<file path="src/rtl/gram_init_pkg.sv">
// Shared types for the graphics DRAM power-up sequencer.
// Assumes active-low command pins and a separate special-function select.
package gram_init_pkg;

    typedef enum logic [2:0] {
        CMD_NOP,
        CMD_PRE,
        CMD_REF,
        CMD_MRS,
        CMD_SMRS
    } cmd_e;

    typedef enum logic [2:0] {
        STEP_PRE,
        STEP_REF,
        STEP_MRS,
        STEP_SMRS,
        STEP_DONE
    } step_e;

    typedef struct packed {
        logic cs_n;
        logic ras_n;
        logic cas_n;
        logic we_n;
        logic dsf;
    } pins_t;

    // Map a command onto the control pin pattern.
    function automatic pins_t encode_cmd(cmd_e c);
        pins_t p;
        unique case (c)
            CMD_PRE:  p = '{cs_n: 1'b0, ras_n: 1'b0, cas_n: 1'b1, we_n: 1'b0, dsf: 1'b0};
            CMD_REF:  p = '{cs_n: 1'b0, ras_n: 1'b0, cas_n: 1'b0, we_n: 1'b1, dsf: 1'b0};
            CMD_MRS:  p = '{cs_n: 1'b0, ras_n: 1'b0, cas_n: 1'b0, we_n: 1'b0, dsf: 1'b0};
            CMD_SMRS: p = '{cs_n: 1'b0, ras_n: 1'b0, cas_n: 1'b0, we_n: 1'b0, dsf: 1'b1};
            default:  p = '{cs_n: 1'b0, ras_n: 1'b1, cas_n: 1'b1, we_n: 1'b1, dsf: 1'b0};
        endcase
        return p;
    endfunction

endpackage

</file>
<file path="src/rtl/gram_init_timer.sv">
// Down-counter that times the settling wait and the gaps between commands.
// Assumes a load value of gap-1 so that a load of 0 yields a one-cycle gap.
module gram_init_timer #(
    parameter int CNT_W   = 16,
    parameter int RST_VAL = 0
) (
    input  logic             clk,
    input  logic             rst_n,
    input  logic             load,
    input  logic [CNT_W-1:0] load_val,
    output logic             idle
);

    logic [CNT_W-1:0] cnt;

    // Count down; reset starts the settling wait.
    always_ff @(posedge clk) begin
        if (!rst_n)         cnt <= CNT_W'(RST_VAL);
        else if (load)      cnt <= load_val;
        else if (cnt != '0) cnt <= cnt - 1'b1;
    end

    assign idle = (cnt == '0);

endmodule

</file>
<file path="src/rtl/gram_init_step.sv">
// Walks the initialisation steps and picks the command and gap for each.
// Assumes N_REFRESH >= 2 and every gap >= 1 cycle.
module gram_init_step
    import gram_init_pkg::*;
#(
    parameter int N_REFRESH = 2,
    parameter int T_RP      = 3,
    parameter int T_RC      = 9,
    parameter int T_MRD     = 2,
    parameter int CNT_W     = 16
) (
    input  logic             clk,
    input  logic             rst_n,
    input  logic             idle,
    input  logic             mrs_first,
    input  logic             smrs_en,
    output cmd_e             cmd,
    output logic             load,
    output logic [CNT_W-1:0] gap,
    output logic             done
);

    localparam int RW = $clog2(N_REFRESH + 1);

    step_e          step_q, step_d;
    logic [RW-1:0]  ref_left_q, ref_left_d;
    logic           mode_done_q, mode_done_d;

    // Choose the command to issue and the step that follows it.
    always_comb begin
        step_d      = step_q;
        ref_left_d  = ref_left_q;
        mode_done_d = mode_done_q;
        cmd         = CMD_NOP;
        load        = 1'b0;
        gap         = '0;
        if (idle && step_q != STEP_DONE) begin
            load = 1'b1;
            unique case (step_q)
                STEP_PRE: begin
                    cmd    = CMD_PRE;
                    gap    = CNT_W'(T_RP - 1);
                    step_d = mrs_first ? STEP_MRS : STEP_REF;
                end
                STEP_REF: begin
                    cmd        = CMD_REF;
                    gap        = CNT_W'(T_RC - 1);
                    ref_left_d = ref_left_q - 1'b1;
                    if (ref_left_q > RW'(1)) step_d = STEP_REF;
                    else                     step_d = mode_done_q ? STEP_DONE : STEP_MRS;
                end
                STEP_MRS: begin
                    cmd         = CMD_MRS;
                    gap         = CNT_W'(T_MRD - 1);
                    mode_done_d = 1'b1;
                    if (smrs_en)        step_d = STEP_SMRS;
                    else if (mrs_first) step_d = STEP_REF;
                    else                step_d = STEP_DONE;
                end
                STEP_SMRS: begin
                    cmd    = CMD_SMRS;
                    gap    = CNT_W'(T_MRD - 1);
                    step_d = mrs_first ? STEP_REF : STEP_DONE;
                end
                default: begin
                    cmd  = CMD_NOP;
                    load = 1'b0;
                end
            endcase
        end
    end

    // Hold the current step, refreshes still owed and whether the mode is loaded.
    always_ff @(posedge clk) begin
        if (!rst_n) begin
            step_q      <= STEP_PRE;
            ref_left_q  <= RW'(N_REFRESH);
            mode_done_q <= 1'b0;
        end else begin
            step_q      <= step_d;
            ref_left_q  <= ref_left_d;
            mode_done_q <= mode_done_d;
        end
    end

    assign done = (step_q == STEP_DONE) && idle;

endmodule

</file>
<file path="src/rtl/gram_init_pins.sv">
// Registers the command pins, address, masks and ready flag.
// Assumes fixed field positions: all-bank bit 10, reserved bit 10 and
// test bits 8:7 in the mode word, colour enable bit 6, mask enable bit 5.
module gram_init_pins
    import gram_init_pkg::*;
#(
    parameter int ADDR_W = 11,
    parameter int DQM_W  = 4
) (
    input  logic              clk,
    input  logic              rst_n,
    input  cmd_e              cmd,
    input  logic [ADDR_W-1:0] mode_word,
    input  logic              load_color,
    input  logic              load_mask,
    input  logic              done,
    output pins_t             pins,
    output logic [ADDR_W-1:0] addr,
    output logic [DQM_W-1:0]  dqm,
    output logic              ready
);

    localparam int AP_BIT  = 10;
    localparam int RFU_BIT = 10;
    localparam int TM_HI   = 8;
    localparam int TM_LO   = 7;
    localparam int LC_BIT  = 6;
    localparam int LM_BIT  = 5;

    logic [ADDR_W-1:0] addr_d;

    // Build the address for the command being issued.
    always_comb begin
        addr_d = '0;
        unique case (cmd)
            CMD_PRE: addr_d[AP_BIT] = 1'b1;
            CMD_MRS: begin
                addr_d          = mode_word;
                addr_d[RFU_BIT] = 1'b0;
                addr_d[TM_HI]   = 1'b0;
                addr_d[TM_LO]   = 1'b0;
            end
            CMD_SMRS: begin
                addr_d[LC_BIT] = load_color & ~load_mask;
                addr_d[LM_BIT] = load_mask & ~load_color;
            end
            default: addr_d = '0;
        endcase
    end

    // Register every pin; reset forces an idle, masked bus.
    always_ff @(posedge clk) begin
        if (!rst_n) begin
            pins  <= encode_cmd(CMD_NOP);
            addr  <= '0;
            dqm   <= '1;
            ready <= 1'b0;
        end else begin
            pins  <= encode_cmd(cmd);
            addr  <= addr_d;
            dqm   <= done ? '0 : '1;
            ready <= done;
        end
    end

endmodule

</file>
<file path="src/rtl/gram_init_seq.sv">
// Top of the graphics DRAM power-up sequencer: settling wait, precharge,
// refreshes and mode loads with enforced gaps, then ready.
// Assumes STAB_US*CLK_MHZ >= 1, N_REFRESH >= 2 and all gaps >= 1.
module gram_init_seq
    import gram_init_pkg::*;
#(
    parameter int CLK_MHZ   = 100,
    parameter int STAB_US   = 200,
    parameter int N_REFRESH = 2,
    parameter int T_RP      = 3,
    parameter int T_RC      = 9,
    parameter int T_MRD     = 2,
    parameter int ADDR_W    = 11,
    parameter int DQM_W     = 4
) (
    input  logic              clk,
    input  logic              rst_n,
    input  logic [ADDR_W-1:0] cfg_mode_word,
    input  logic              cfg_mrs_first,
    input  logic              cfg_smrs_en,
    input  logic              cfg_load_color,
    input  logic              cfg_load_mask,
    output logic              cke,
    output logic              cs_n,
    output logic              ras_n,
    output logic              cas_n,
    output logic              we_n,
    output logic              dsf,
    output logic              ba,
    output logic [ADDR_W-1:0] addr,
    output logic [DQM_W-1:0]  dqm,
    output logic              ready,
    output logic              cfg_err
);

    localparam int STAB_CYC = STAB_US * CLK_MHZ;
    localparam int GAP_MAX  = (T_RC > T_RP) ? ((T_RC > T_MRD) ? T_RC : T_MRD)
                                            : ((T_RP > T_MRD) ? T_RP : T_MRD);
    localparam int SPAN     = (STAB_CYC > GAP_MAX) ? STAB_CYC : GAP_MAX;
    localparam int CNT_W    = $clog2(SPAN + 1);

    logic             idle;
    logic             load;
    logic [CNT_W-1:0] gap;
    logic             done;
    cmd_e             cmd;
    pins_t            pins;

    gram_init_timer #(
        .CNT_W   (CNT_W),
        .RST_VAL (STAB_CYC - 1)
    ) u_timer (
        .clk      (clk),
        .rst_n    (rst_n),
        .load     (load),
        .load_val (gap),
        .idle     (idle)
    );

    gram_init_step #(
        .N_REFRESH (N_REFRESH),
        .T_RP      (T_RP),
        .T_RC      (T_RC),
        .T_MRD     (T_MRD),
        .CNT_W     (CNT_W)
    ) u_step (
        .clk       (clk),
        .rst_n     (rst_n),
        .idle      (idle),
        .mrs_first (cfg_mrs_first),
        .smrs_en   (cfg_smrs_en),
        .cmd       (cmd),
        .load      (load),
        .gap       (gap),
        .done      (done)
    );

    gram_init_pins #(
        .ADDR_W (ADDR_W),
        .DQM_W  (DQM_W)
    ) u_pins (
        .clk        (clk),
        .rst_n      (rst_n),
        .cmd        (cmd),
        .mode_word  (cfg_mode_word),
        .load_color (cfg_load_color),
        .load_mask  (cfg_load_mask),
        .done       (done),
        .pins       (pins),
        .addr       (addr),
        .dqm        (dqm),
        .ready      (ready)
    );

    assign cke     = 1'b1;
    assign ba      = 1'b0;
    assign cs_n    = pins.cs_n;
    assign ras_n   = pins.ras_n;
    assign cas_n   = pins.cas_n;
    assign we_n    = pins.we_n;
    assign dsf     = pins.dsf;
    assign cfg_err = cfg_smrs_en & cfg_load_color & cfg_load_mask;

endmodule

</file>
<file path="config.mk">
export PLATFORM = sky130hd
export DESIGN_NAME = gram_init_seq
export DESIGN_NICKNAME = d
export VERILOG_FILES = /design/src/rtl/gram_init_pkg.sv /design/src/rtl/gram_init_timer.sv /design/src/rtl/gram_init_step.sv /design/src/rtl/gram_init_pins.sv /design/src/rtl/gram_init_seq.sv
export SDC_FILE = /design/constraint.sdc
export NUM_CORES = 1
export LEC_CHECK = 0
export BUFFER_PORTS_ARGS = -buffer_cell sky130_fd_sc_hd__buf_2
export CORE_MARGIN = 3
export CORE_UTILIZATION = 45
export CTS_BUF_LIST = sky130_fd_sc_hd__clkbuf_16
export DETAILED_ROUTE_END_ITERATION = 12
export PLACE_DENSITY = 0.65
export SLEW_MARGIN = 40
export SYNTH_ARGS = -nofsm -noshare
export SYNTH_HDL_FRONTEND = slang
export SYNTH_SLANG_ARGS = --single-unit
</file>
<file path="constraint.sdc">
create_clock -name clk -period 2.1 [get_ports clk]
set_clock_uncertainty 0.15 [all_clocks]
set_input_delay 0.42 -clock clk [delete_from_list [all_inputs] [get_ports clk]]
set_output_delay 0.42 -clock clk [all_outputs]
set_load 0.05 [all_outputs]
</file>
### After elaboration in Yosys (flattened, before gate mapping)

Index checks and enable logic that the tools add are counted.

| word-level totals | value |
|---|---|
| register bits | 42 |
| bits of input ports | 17 |
| output and inout bits | 24 |
| logic and storage cells | 62 |

| cells by class | value |
|---|---|
| add/subtract/negate cells | 2 |
| magnitude comparators | 1 |
| equality and inequality tests | 9 |
| muxes and demuxes | 18 |
| bitwise operators | 6 |
| reductions and logical operators | 13 |

Operator list:

| cell | number |
|---|---|
| 15-bit 2-to-1 mux | 3 |
| 3-bit case mux with 4 select lines | 2 |
| 4-bit case mux with 4 select lines | 1 |
| 15-bit zero test | 1 |
| 3-bit 2-to-1 mux | 5 |
| 15-bit nonzero test | 1 |
| 15-bit by 1-bit subtractor with 15-bit output, second input constant | 1 |
| 3-bit by 2-bit == test with 1-bit output, second input constant | 4 |
| 4-bit case mux with 3 select lines | 1 |
| 2-bit AND reduction | 4 |
| 3-bit by 1-bit == test with 1-bit output, second input constant | 2 |
| 3-bit == test, second input constant | 2 |
| 1-bit bitwise AND | 4 |
| 4-bit 2-to-1 mux | 1 |
| 2-bit case mux with 2 select lines | 1 |
| 4-bit nonzero test | 1 |
| 4-bit OR reduction | 1 |
| 3-bit zero test | 1 |
| 1-bit 2-to-1 mux | 3 |
| 3-bit inequality test, second input constant | 1 |
| 2-bit by 1-bit greater-than comparator with 1-bit output, second input constant | 1 |
| 1-bit logical AND | 2 |
| 2-bit 2-to-1 mux | 1 |
| 1-bit inverter | 2 |
| 3 further kinds | 3 |

### Logic depth before layout (Yosys ltp)

| depth | value |
|---|---|
| depth in word-level cells | 5 |
| depth in mapped cells | 7 |
| mapped depth without buffers | 7 |

### Hierarchy

Synthesis repeated with hierarchy kept, for this count alone.

| unflattened totals | value |
|---|---|
| cells, all modules | 219 |
| area total of the unflattened synthesis | 1909.3 µm² |

By module, submodules not included:

| module | instances | cells an instance | area each (µm²) | sequential area each (µm²) |
|---|---|---|---|---|
| gram_init_timer | 1 | 112 | 882.1 | 300.3 |
| gram_init_pins | 1 | 45 | 523.0 | 300.3 |
| gram_init_step | 1 | 57 | 475.5 | 120.1 |
| gram_init_seq | 1 | 5 | 28.8 | 0.0 |

### Worst setup path after synthesis

Ideal clock, no wire load.

| path | value |
|---|---|
| path kind | register to register |
| start point | register u_timer.cnt[0] |
| end point | register u_timer.cnt[0] |
| setup time | 128 ps |
| data arrival time | 1471 ps |
| data required time | 1822 ps |
| slack | 351 ps |
| stages on the path, launching flop included | 8 |
| buffers on the path | 1 |
| clock period less this slack | 1749 ps |
| path through | dfxtp_1 > inv_1 > ha_1 > nor4b_4 > and4_1 > buf_2 > mux2i_1 > nand2_1 |

| on the way | value |
|---|---|
| word-level cells in the longest chain between the ends | 4 |
| elaborated cells between the ends (all ways) | 9 |
| those cells by class | add/sub: 1; mux: 4; reduce/logical: 4 |

Ends and longest elaborated chain:

| item | RTL line | text |
|---|---|---|
| from (decl) | gram_init_timer.sv:14 | `logic [CNT_W-1:0] cnt;` |
| from (signal assigned) | gram_init_timer.sv:18 | `if (!rst_n) cnt <= CNT_W'(RST_VAL);` |
| from (signal assigned) | gram_init_timer.sv:19 | `else if (load) cnt <= load_val;` |
| from (signal assigned) | gram_init_timer.sv:20 | `else if (cnt != '0) cnt <= cnt - 1'b1;` |
| branches (longest 4 deep; another with 15-bit by 1-bit subtractor with 15-bit output) | n/a |  |

Parallel ways; which one is timed is not known. The select of a mux whose other input is x is not followed.
A chain may end at the register's enable or synchronous reset.

### Worst setup path after layout

| path | value |
|---|---|
| start point | register u_timer.cnt[0] |
| end point | register u_step.step_q[1] |

| on the way | value |
|---|---|
| word-level cells in the longest chain between the ends | 3 |

Ends and longest elaborated chain:

| item | RTL line | text |
|---|---|---|
| 15-bit zero test | gram_init_timer.sv:23 | `assign idle = (cnt == '0);` |
| 1-bit logical AND | gram_init_step.sv:37 | `if (idle && step_q != STEP_DONE) begin` |
| 2-bit AND reduction (no source line) | n/a |  |
| to (signal assigned) | gram_init_step.sv:80 | `step_q <= step_d;` |
| to (decl) | gram_init_step.sv:25 | `step_e step_q, step_d;` |

Every way passes these cells.

==> reports/qor.csv <==
stage;metric;value;unit
pwr;pwr_density_cell;769;nW/µm²
sta;finalHoldViolations;0;
sta;slew_viol_final;0;
synth;yosysTopAreaCell;dfxtp_1;
routing;first_pass_iters;5;
synth;synth_seq_cells;36;
sta;setup_viol;0;
floorplan;die_h;67.2;µm
global_route;grt_max_degree;17;
synth;yosys.area_share.simple;0.273;
worst_setup_path;endpoint;u_step.step_q[1]$_SDFFE_PN0N_;
sta;min_period_over_period;0.950;
clock_network;htree_levels;2;
routing;routed_via_density;5.25;
final_layout;fin_nets;235;
final_layout;final_cell_mix;dfxtp_1 (36), buf_2 (32), nand2_1 (10), inv_1 (9), buf_4 (9);
synth;ys_seq_area_frac;0.428;
pwr;leakagePower;0.000933;µW
placement;postPlaceCellArea;1870;µm²
clock_network;clkSinkCount;36;
sta;timing.fmax;501;MHz
synth;synthCells;181;
worst_setup_path;cpMaxStageDelayCell;dfxtp_1;
synth;synth_flop_cell;dfxtp_1;
placement;hpwl;2450;µm
final_layout;final_area;2050;µm²
clock_network;cts_tree;built;
hold_path;hold_path_class;in -> reg;
sta;rsz0062_at_grt;no;
sta;maxSlewHeadroom;0.658;
floorplan;die_area;4520;µm²
routing;post_drt_wl_per_cell;12.7;µm
clock_network;clk_pin_slew;0.05;ns
routing;drc;0;
floorplan;fp.dieW;67.2;µm
routing;drt_wl_total;3330;µm
worst_setup_path;cp_max_fo;12;
worst_setup_path;cp-end-kind;flip-flop;
synth;synthAdderAreaFrac;0.0223;
floorplan;pin_count;41;
synth;synth_compound_area_frac;0.139;
global_route;use_met2;0.306;
global_route;overflow;0;
worst_setup_path;crit_type;reg -> reg;
worst_setup_path;crit_cells;6;
worst_setup_path;reg2reg_depth;6;
placement;port_buffers;32;
worst_setup_path;cpPeakStageDelay;0.34;ns
floorplan;core_area;3470;µm²
synth;synth-edff-count;0;
global_route;antenna_found_initial;0;
synth;synth_cell_types;49;
worst_setup_path;path_cells;inv_1 -> ha_1 -> nor4b_4 -> nand4_4 -> buf_4 -> o311a_1;
synth;avgSynthCellArea;9.31;µm²
global_route;gr-usage-met3;0.0549;
worst_setup_path;reg2reg_to;u_step.step_q[1]$_SDFFE_PN0N_;
worst_setup_path;cp_top_family;simple AND/OR/NAND/NOR gates;
clock_network;cts_made_buffers;5;
floorplan;initial_core_util;0.486;
final_layout;drive_gt1_frac;0.273;
floorplan;rows;21;
global_route;grt_pass1_wl;5640;µm
routing;drtIter0Drc;71;
worst_setup_path;cp_num_buf_inv;2;
final_layout;layout_commonest_cell;dfxtp_1;
final_layout;syn_to_final_growth;21.5;%
job;maxCapViolations;0;
global_route;grt_pass1_vias;1312;
synth;muxShareOfSynthArea;0.0364;
worst_setup_path;required;2.11;ns
clock_network;clk_latency;0.27;ns
synth;netlist_area;1690;µm²
synth;synth_top_area_frac;0.428;
synth;synth-warning-count;0;
pwr;ir_drop;437;µV
sta;fin_crit;2.00;ns
worst_setup_path;crit_start;u_timer.cnt[0]$_SDFFE_PN1P_;
global_route;use_met1;0.180;
sta;worst_pin_slew;0.512;ns
synth;async_flop_share;0;
placement;gp_congestion;0.726;
routing;vias;1376;
worst_setup_path;crit_arrival;2.01;ns
sta;fin_tns_setup;0;ns
hold_path;hold_start;cfg_mode_word[0];
worst_setup_path;startpoint_type;flip-flop;
worst_setup_path;reg2reg_from;u_timer.cnt[0]$_SDFFE_PN1P_;
synth;synth_xor_area_frac;0.0156;
clock_network;root_buffer;clkbuf_16;
global_route;grt_busiest_layer;met2;
synth;yosys-top-cells-area;dfxtp_1 (43%), buf_4 (4.0%), mux2i_1 (3.0%);
synth;synth_top_family_by_area;simple AND/OR/NAND/NOR gates;
final_layout;antenna_cells;0;
global_route;grt_util_all_layers;0.168;
routing;drtAntennaViolNets;0;
worst_setup_path;rrSetupSlack;0.10;ns
clock_network;clock_path_buffers;2;
outcome;status;complete, no violations;
area by class of cell:
| type | count | area, µm² |
|---|---|---|
| Multi-Input combinational cell | 121 | 841 |
| Sequential cell | 36 | 721 |
| Tap cell | 46 | 57.6 |
| Clock inverter | 3 | 38.8 |
| Clock buffer | 5 | 125 |
| Fill cell | 316 | 1420 |
| Inverter | 10 | 37.5 |
| Timing Repair Buffer | 41 | 228 |
repair_timing:
action                                  CTS  global route
endpoints found under the setup margin    0             7
setup buffers                             0             2
hold buffers                              0             0
gates resized for setup                   0             2
worst min-delay path by stage:
stage                                 endpoint  slack [ns]  cells after the start
2_1_floorplan  u_step.mode_done_q$_SDFFE_PN0P_        0.30                      1
3_3_place_gp   u_step.mode_done_q$_SDFFE_PN0P_        0.32                      1
3_5_place_dp   u_step.mode_done_q$_SDFFE_PN0P_        0.32                      1
4_1_cts              u_pins.addr[0]$_SDFF_PN0_        0.19                      2
5_1_grt              u_pins.addr[9]$_SDFF_PN0_        0.20                      2
6_report             u_pins.addr[0]$_SDFF_PN0_        0.19                      2
registers in the layout, indices dropped and copies added (netlist names):
signal	cells
u_pins.dqm	1
u_pins.addr	9
u_step.step_q	3
u_pins.pins	4
u_step.ref_left_q	2
u_pins.ready	1
u_timer.cnt	15
u_step.mode_done_q	1
synth_stat cells, types with 4 or more instances:
| master | n |
|---|---|
| nand2_1 | 10 |
| and3_1 | 5 |
| dfxtp_1 | 36 |
| nand3_1 | 5 |
| nand3b_1 | 4 |
| o21ai_1 | 7 |
| buf_4 | 9 |
| inv_1 | 8 |
| a21oi_1 | 4 |
| mux2i_1 | 5 |
| clkbuf_1 | 6 |
| and2_1 | 6 |
| nor2_1 | 7 |
| nor3_1 | 7 |
| nand2b_1 | 5 |
logic make-up (layout without fill, tap and decap cells):
kind of cell | after synthesis | in the layout
compound gates | 35 | 35
simple gates | 69 | 69
flops | 36 | 36
xor+xnor | 3 | 3
other cells | 2 | 5
buf+inv | 27 | 59
mux | 6 | 6
fa+ha+maj | 3 | 3
through the flow:
stage	hold WS (ns)	total power, µW	worst slack, ns	std cells	utilization
after CTS	0.190	1590	0.0887	260	0.585
after detailed placement	0.323	777	0.118	252	0.538
final	0.193	1580	0.105	262	0.591
after floorplan	0.299	763	0.351	184	-
after global placement	0.316	774	0.188	252	0.538
after global routing	0.197	1630	0.00651	262	0.591
metal layers:
metal	wire, µm	share of wire	vias up
met3	174	0.052	5
li1	-	-	693
met4	40	0.012	0
met2	1780	0.53	31
met1	1330	0.40	647
met5	0	0	-
where the power goes:
group	total (µW)	switching, µW	leakage (µW)	internal [µW]
combinational	68.1	45.5	0.000557	22.6
sequential	695	6.98	0.000291	688
clock	812	260	0.0000850	552
total	1580	312	0.000933	1260
Power figures use the tool's default switching activity.
